[config.mk]
export PLATFORM = sky130hd
export DESIGN_NAME = irq_router
export DESIGN_NICKNAME = d
export VERILOG_FILES = /design/src/rtl/irq_router_pkg.sv /design/src/rtl/irq_router_regs.sv /design/src/rtl/irq_router_fwd.sv /design/src/rtl/irq_router_wake.sv /design/src/rtl/irq_router.sv
export SDC_FILE = /design/constraint.sdc
export NUM_CORES = 1
export LEC_CHECK = 0
export BUFFER_PORTS_ARGS = -buffer_cell sky130_fd_sc_hd__buf_2
export CORE_AREA = 10 10 126 185
export DETAILED_ROUTE_END_ITERATION = 10
export DIE_AREA = 0 0 136 195
export PLACE_DENSITY = 0.74
export SETUP_SLACK_MARGIN = 0.02
export SLEW_MARGIN = 10
export SYNTH_ARGS = -nofsm -noshare
export SYNTH_HDL_FRONTEND = slang
export SYNTH_SLANG_ARGS = --single-unit
[constraint.sdc]
create_clock -name clk -period 4 [get_ports clk]
set_clock_uncertainty 0.05 [all_clocks]
set_input_delay 0.4 -clock clk [delete_from_list [all_inputs] [get_ports clk]]
set_output_delay 0.4 -clock clk [all_outputs]
set_load 0.03 [all_outputs]
[src/rtl/irq_router_pkg.sv]
package irq_router_pkg;
  localparam int GRP_W = 3;

  typedef enum logic [GRP_W-1:0] {
    GRP_SET   = 3'd0,
    GRP_CLR   = 3'd1,
    GRP_TYPE  = 3'd2,
    GRP_WAKE  = 3'd3,
    GRP_BLOCK = 3'd4
  } grp_e;

  // effective level of one line
  function automatic logic line_level(input logic hw, input logic sw);
    return hw | sw;
  endfunction

  // CPU-side fast output for one line
  function automatic logic to_fast(input logic lvl, input logic fast, input logic blk);
    return lvl & fast & ~blk;
  endfunction

  // CPU-side normal output for one line
  function automatic logic to_normal(input logic lvl, input logic fast, input logic blk);
    return lvl & ~fast & ~blk;
  endfunction
endpackage

[src/rtl/irq_router_regs.sv]
module irq_router_regs
  import irq_router_pkg::*;
#(
  parameter int N_LINES = 48,
  parameter int DATA_W  = 32,
  parameter int NBANK   = 2,
  parameter int BANK_W  = 1
) (
  input  logic                     clk,
  input  logic                     rst_n,
  input  logic                     bus_wr,
  input  logic [GRP_W+BANK_W-1:0]  bus_addr,
  input  logic [DATA_W-1:0]        bus_wdata,
  input  logic [N_LINES-1:0]       eff_i,
  output logic [DATA_W-1:0]        bus_rdata,
  output logic [N_LINES-1:0]       latch_o,
  output logic [N_LINES-1:0]       type_o,
  output logic [N_LINES-1:0]       wen_o,
  output logic                     blk_o
);
  localparam int PADW = NBANK * DATA_W;

  logic [GRP_W-1:0]  grp;
  logic [BANK_W-1:0] bank;
  assign grp  = bus_addr[GRP_W+BANK_W-1:BANK_W];
  assign bank = bus_addr[BANK_W-1:0];

  logic [N_LINES-1:0] latch_q, type_q, wen_q;
  logic               blk_q;

  always_ff @(posedge clk) begin
    if (!rst_n) begin
      latch_q <= '0;
      type_q  <= '0;
      wen_q   <= '0;
      blk_q   <= 1'b0;
    end else if (bus_wr) begin
      for (int i = 0; i < N_LINES; i++) begin
        if (bank == BANK_W'(i / DATA_W)) begin
          case (grp)
            GRP_SET:  if (bus_wdata[i % DATA_W]) latch_q[i] <= 1'b1;
            GRP_CLR:  if (bus_wdata[i % DATA_W]) latch_q[i] <= 1'b0;
            GRP_TYPE: type_q[i] <= bus_wdata[i % DATA_W];
            GRP_WAKE: wen_q[i]  <= bus_wdata[i % DATA_W];
            default: ;
          endcase
        end
      end
      if (grp == GRP_BLOCK && bank == '0) blk_q <= bus_wdata[0];
    end
  end

  logic [PADW-1:0]   pad_latch, pad_eff, pad_type, pad_wen;
  logic [DATA_W-1:0] rd_mux;

  assign pad_latch = PADW'(latch_q);
  assign pad_eff   = PADW'(eff_i);
  assign pad_type  = PADW'(type_q);
  assign pad_wen   = PADW'(wen_q);

  always_comb begin
    rd_mux = '0;
    if (32'(bank) < NBANK) begin
      case (grp)
        GRP_SET:   rd_mux = pad_latch[32'(bank)*DATA_W +: DATA_W];
        GRP_CLR:   rd_mux = pad_eff[32'(bank)*DATA_W +: DATA_W];
        GRP_TYPE:  rd_mux = pad_type[32'(bank)*DATA_W +: DATA_W];
        GRP_WAKE:  rd_mux = pad_wen[32'(bank)*DATA_W +: DATA_W];
        GRP_BLOCK: rd_mux = (bank == '0) ? DATA_W'(blk_q) : '0;
        default:   rd_mux = '0;
      endcase
    end
  end

  always_ff @(posedge clk) begin
    if (!rst_n) bus_rdata <= '0;
    else        bus_rdata <= rd_mux;
  end

  assign latch_o = latch_q;
  assign type_o  = type_q;
  assign wen_o   = wen_q;
  assign blk_o   = blk_q;
endmodule

[src/rtl/irq_router_fwd.sv]
module irq_router_fwd
  import irq_router_pkg::*;
#(
  parameter int N_LINES = 48
) (
  input  logic [N_LINES-1:0] dev_irq,
  input  logic [N_LINES-1:0] latch_i,
  input  logic [N_LINES-1:0] type_i,
  input  logic               blk_i,
  output logic [N_LINES-1:0] eff_o,
  output logic [N_LINES-1:0] cpu_irq,
  output logic [N_LINES-1:0] cpu_fiq
);
  for (genvar i = 0; i < N_LINES; i++) begin : g_line
    assign eff_o[i]   = line_level(dev_irq[i], latch_i[i]);
    assign cpu_irq[i] = to_normal(eff_o[i], type_i[i], blk_i);
    assign cpu_fiq[i] = to_fast(eff_o[i], type_i[i], blk_i);
  end
endmodule

[src/rtl/irq_router_wake.sv]
module irq_router_wake #(
  parameter int N_LINES = 48
) (
  input  logic               clk,
  input  logic               rst_n,
  input  logic [N_LINES-1:0] eff_i,
  input  logic [N_LINES-1:0] wen_i,
  output logic               any_wake_o,
  output logic               wake_req
);
  assign any_wake_o = |(eff_i & wen_i);

  always_ff @(posedge clk) begin
    if (!rst_n) wake_req <= 1'b0;
    else        wake_req <= any_wake_o;
  end
endmodule

[src/rtl/irq_router.sv]
module irq_router
  import irq_router_pkg::*;
#(
  parameter  int N_LINES = 48,
  parameter  int DATA_W  = 32,
  localparam int NBANK   = (N_LINES + DATA_W - 1) / DATA_W,
  localparam int BANK_W  = (NBANK > 1) ? $clog2(NBANK) : 1,
  localparam int ADDR_W  = GRP_W + BANK_W
) (
  input  logic               clk,
  input  logic               rst_n,
  input  logic [N_LINES-1:0] dev_irq,
  input  logic               bus_wr,
  input  logic [ADDR_W-1:0]  bus_addr,
  input  logic [DATA_W-1:0]  bus_wdata,
  output logic [DATA_W-1:0]  bus_rdata,
  output logic [N_LINES-1:0] cop_irq,
  output logic [N_LINES-1:0] cpu_irq,
  output logic [N_LINES-1:0] cpu_fiq,
  output logic               wake_req
);
  logic [N_LINES-1:0] latch_w, type_w, wen_w, eff_w;
  logic               blk_w;
  logic               any_wake_w;

  irq_router_regs #(
    .N_LINES(N_LINES), .DATA_W(DATA_W), .NBANK(NBANK), .BANK_W(BANK_W)
  ) u_regs (
    .clk(clk), .rst_n(rst_n), .bus_wr(bus_wr), .bus_addr(bus_addr),
    .bus_wdata(bus_wdata), .eff_i(eff_w), .bus_rdata(bus_rdata),
    .latch_o(latch_w), .type_o(type_w), .wen_o(wen_w), .blk_o(blk_w)
  );

  irq_router_fwd #(.N_LINES(N_LINES)) u_fwd (
    .dev_irq(dev_irq), .latch_i(latch_w), .type_i(type_w), .blk_i(blk_w),
    .eff_o(eff_w), .cpu_irq(cpu_irq), .cpu_fiq(cpu_fiq)
  );

  irq_router_wake #(.N_LINES(N_LINES)) u_wake (
    .clk(clk), .rst_n(rst_n), .eff_i(eff_w), .wen_i(wen_w),
    .any_wake_o(any_wake_w), .wake_req(wake_req)
  );

  assign cop_irq = eff_w;
endmodule

* After elaboration in Yosys (flattened, before gate mapping)
Index checks and enable logic that the tools add are counted.
Operators by class: $mul 0, reductions and logical operators 57, bitwise gates (word level) 291, divide/modulo/power cells 0, equal/unequal tests 68, add/sub/neg operators 0, muxes and demuxes 98, $lt $le $gt $ge 0, shifts and indexed selects 4
Operator list (number):
- $shiftx A64 B7 Y32 | 4
- $reduce_and A5 Y1 | 48
- $and A1 B1 Y1 | 192
- $pmux W32 S5 | 1
- $ne A2 B2 Y1 const B | 64
- $mux W1 | 65
- $pmux W1 S2 | 32
- $not A1 Y1 | 50
- $and A48 B48 Y48 | 1
- $or A1 B1 Y1 | 48
- $reduce_or A48 Y1 | 1
- $reduce_and A3 Y1 | 4
- $eq A3 B2 Y1 const B | 2
- $eq A3 B1 Y1 const B | 1
- $eq A3 B3 Y1 const B | 1
- $logic_not A3 Y1 | 1
- $reduce_and A2 Y1 | 1
- $reduce_bool A2 Y1 | 1
- $logic_and A1 B1 Y1 | 1
Word-level totals: bits of input ports 87, logic and storage cells 573, output and inout port bits 177, bits in registers 178, bits in latches 0, memory bits (read-only) 0, memory bits (writable) 0, memories kept 0

* Longest topological paths before layout
depth in word-level cells 3, depth in mapped cells 7, gate-level depth less buffers 5

* By module
A second synthesis with hierarchy kept.
Second synthesis, totals: cells, all modules 1082, area, all modules 9125.0 sq um
Modules (own cells, without submodules):
- irq_router_regs | cells each 848, sequential area each 3543.4 sq um, area each 7524.7 sq um, instances 1
- irq_router_fwd | cells each 203, sequential area each 0.0 sq um, area each 1253.7 sq um, instances 1
- irq_router_wake | cells each 31, sequential area each 20.0 sq um, area each 346.6 sq um, instances 1

* Worst setup path after synthesis
Ideal clock, no wire load.
path kind reg2out, from register u_regs.blk_q (netlist: u_regs.blk_o), to output cpu_irq[13], data arrival time 1.562 ns, setup slack 1.988 ns, buffers on the path 3, required time 3.550 ns, stages on the path, launching flop included 5, cells stage by stage dfxtp_1 -> clkbuf_1 -> clkbuf_1 -> clkbuf_1 -> nor3_1
On the way: longest elaborated chain between the ends 2
Ends and longest elaborated chain:
- start: declaration | line irq_router_regs.sv:29 | logic blk_q;
- start signal: assignment | line irq_router_regs.sv:49 | if (grp == GRP_BLOCK && bank == '0) blk_q <= bus_wdata[0];
- $not A1 Y1 | line irq_router_pkg.sv:24 | return lvl & ~fast & ~blk;
- $and A1 B1 Y1 | line irq_router_pkg.sv:24
- end: declaration | line irq_router.sv:18 | output logic [N_LINES-1:0] cpu_irq,
No other way between the ends.

* Worst setup path in the final report
from input bus_addr[2], to register u_regs.type_q[25] (netlist: u_regs.type_o[25])
On the way: longest elaborated chain between the ends 2
Ends and longest elaborated chain:
- start: declaration | line irq_router.sv:14 | input logic [ADDR_W-1:0] bus_addr,
- $eq A3 B2 Y1 | line irq_router_regs.sv:40 | case (grp)
- $reduce_and A3 Y1 (no source line)
- end signal: indexed assignment | line irq_router_regs.sv:43 | GRP_TYPE: type_q[i] <= bus_wdata[i % DATA_W];
- end: declaration | line irq_router_regs.sv:28 | logic [N_LINES-1:0] latch_q, type_q, wen_q;
No other way between the ends. A chain may end at the register's enable or synchronous reset.

==> results.json <==
{
  "p_total_mw": 4.180,
  "setup_viol": 0,
  "ant_nets": 0,
  "routedWlPerCell_um": 20.53,
  "ys_ff_latch": 178,
  "crit_arrival_ns": 2.69,
  "met1_length_um": 12650,
  "cts_max_level": 4,
  "die_w_um": 136,
  "port_buffers": 263,
  "drt_iter0_drc": 923,
  "fin_crit_sh": 0.5955,
  "placedCellCount": 1582,
  "max-slew-margin-rel": 0.2730,
  "postSynthCellCount": 1143,
  "ctsResizeCount": 0,
  "grt_pass1_vias": 8872,
  "wl_met2_um": 16540,
  "clk_latency_ns": 0.43,
  "finish.utilization": 0.5360,
  "detail_route.wirelength_um": 33300,
  "max-vdd-ir-drop_uv": 289.7,
  "path_class": "in -> reg",
  "antenna_found_initial": 8,
  "grt_pass1_wl_um": 49710,
  "synth_ff_type": "dfxtp_1",
  "viasPerCell": 5.820,
  "p_leak_nw": 4.262,
  "async_reset_ff_frac": 0,
  "drive_gt1_frac": 0.2533,
  "place_hpwl_um": 23650,
  "avgSynthCellArea_um2": 7.753,
  "start_util": 0.4409,
  "io_pins": 264,
  "end_kind": "register",
  "rows": 64,
  "hold_buffers": 0,
  "finalNonFillerCells": 1622,
  "status": "complete, no violations",
  "synth_seq_area_share": 0.4021,
  "syn-num-nets": 1230,
  "die_area_um2": 26520,
  "dr_wl_met3_um": 2951,
  "finalCriticalPeriod_ns": 2.382,
  "cts-buffers-inserted": 17,
  "crit_required_ns": 4.31,
  "tightestPinTransition_ns": 1.082,
  "fmax_ghz": 0.4198,
  "yosysTopAreaCell": "dfxtp_1",
  "clk_pin_slew_ns": 0.08,
  "fp.coreArea_um2": 20100,
  "tritoncts": "built",
  "grt_overflow": 0,
  "synth_area_um2": 8862,
  "drtPass1Iterations": 6,
  "synth_cell_types": 46,
  "cts_sinks": 178,
  "finalHoldViolations": 0,
  "highest-signal-layer": "met5",
  "power.density_nw_per_um2": 387.9,
  "vias": 9440,
  "root_buffer": "clkbuf_16",
  "synth_top_area_frac": 0.4021,
  "area_growth_pct": 21.57,
  "drc": 0,
  "fin_nets": 1424,
  "slew_viol_final": 0,
  "cp-start-kind": "input pin",
  "die_h_um": 195,
  "maxCapViolations": 0,
  "setup_tns_ns": 0,
  "clockBufferDepth": 2,
  "routabilityCongestion": 0.8780,
  "netlist_top_cells_area": "dfxtp_1 (40%), a21oi_1 (10%), nand2_1 (8.4%), nor3b_1 (4.2%), a311oi_1 (3.6%)",
  "final_common_cell": "buf_2",
  "grt_start_max_net_pins": 99,
  "cp_max_fo": 31,
  "synth_warnings": 0,
  "synth-edff-count": 0,
  "min_path_type": "in -> reg",
  "groute.usage.overall": 0.2369,
  "cts_setup_buffers": 0,
  "rsz0062_at_grt": "false",
  "final_cell_mix": "buf_2 (263), nand2_1 (199), a21oi_1 (177), dfxtp_1 (177), nor2_1 (64)"
}
## logic make-up (layout without fill, tap and decap cells)
family,after synthesis,in the layout,synth area share
AO/OA/AOI/OAI,379,379,0.2723
buffers and inverters,154,361,0.07949
flip-flops,178,178,0.4021
multiplexers,22,22,0.02584
other,0,8,0
AND/OR/NAND/NOR,410,410,0.2202
## critical path, stage by stage
cell	delay (ns)
buf_2	0.60
nand2b_1	0.42
nor3_4	0.61
buf_4	0.40
nand2_1	0.11
a21oi_1	0.12
## power by group
group	switching [mW]	total, mW	internal (mW)
Combinational	0.433	0.598	0.164
Sequential	0.0263	1.82	1.80
Clock	0.805	1.76	0.952
Total	1.26	4.18	2.92
## worst paths after layout
| path | from | to | slack, ns | depth (start not counted) |
|---|---|---|---|---|
| worst min-delay path | bus_wdata[29] | u_regs.latch_o[29] | 0.15 | 2 |
| worst min register to register | u_regs.wen_o[0] | u_regs.wen_o[0] | 0.42 | 2 |
| worst max-delay path | bus_addr[2] | u_regs.type_o[25] | 1.62 | 6 |
| worst max register to register | u_regs.latch_o[2] | u_wake.wake_req | 1.98 | 4 |
## synthesized netlist by cell type, drive strengths merged (2+ instances only)
cell type / instances
nand2: 199
dfxtp: 178
a21oi: 177
nor2: 66
o21ai: 60
buf: 56
nor3: 52
inv: 50
nor3b: 49
clkbuf: 48
a311oi: 36
a22oi: 35
mux2i: 15
nor2b: 15
a211oi: 14
a221oi: 13
a22o: 13
nand4: 12
o21a: 12
o22a: 12
mux2: 7
nor4: 4
nand2b: 3
nand3: 3
or2: 3
a211o: 2
a221o: 2
## layout make-up
cell class,instances,area [um2]
well taps,264,330.3
flip-flops and latches,178,3567
clock inverters,15,187.7
diodes,8,20.02
repair buffers,279,1436
multi-input cells,811,4617
fillers,1977,9325
clock buffers,17,425.4
inverters,50,190.2
## state kept, by name (all words and copies together) (netlist names)
signal and flops:
u_wake.wake_req 1, u_regs.bus_rdata 32, u_regs.type_o 48, u_regs.wen_o 48, u_regs.blk_o 1, u_regs.latch_o 48
## routing by layer
layer	vias to the layer above	global-route usage
met3	83	0.05576
li1	4452	-
met2	494	0.3993
met4	4	0.1159
met1	4407	0.2728
met5	-	0
## per-stage QoR
step	cell area (um2)	worst slack (ns)	hold slack, ns
after floorplan	8862	1.988	0.3924
after global placement	10140	1.286	0.4014
after detailed placement	10140	1.257	0.4065
after CTS	10750	1.661	0.1388
after global routing	10770	1.529	0.1493
final	10770	1.618	0.1496
(Power assumes the default switching activity.)
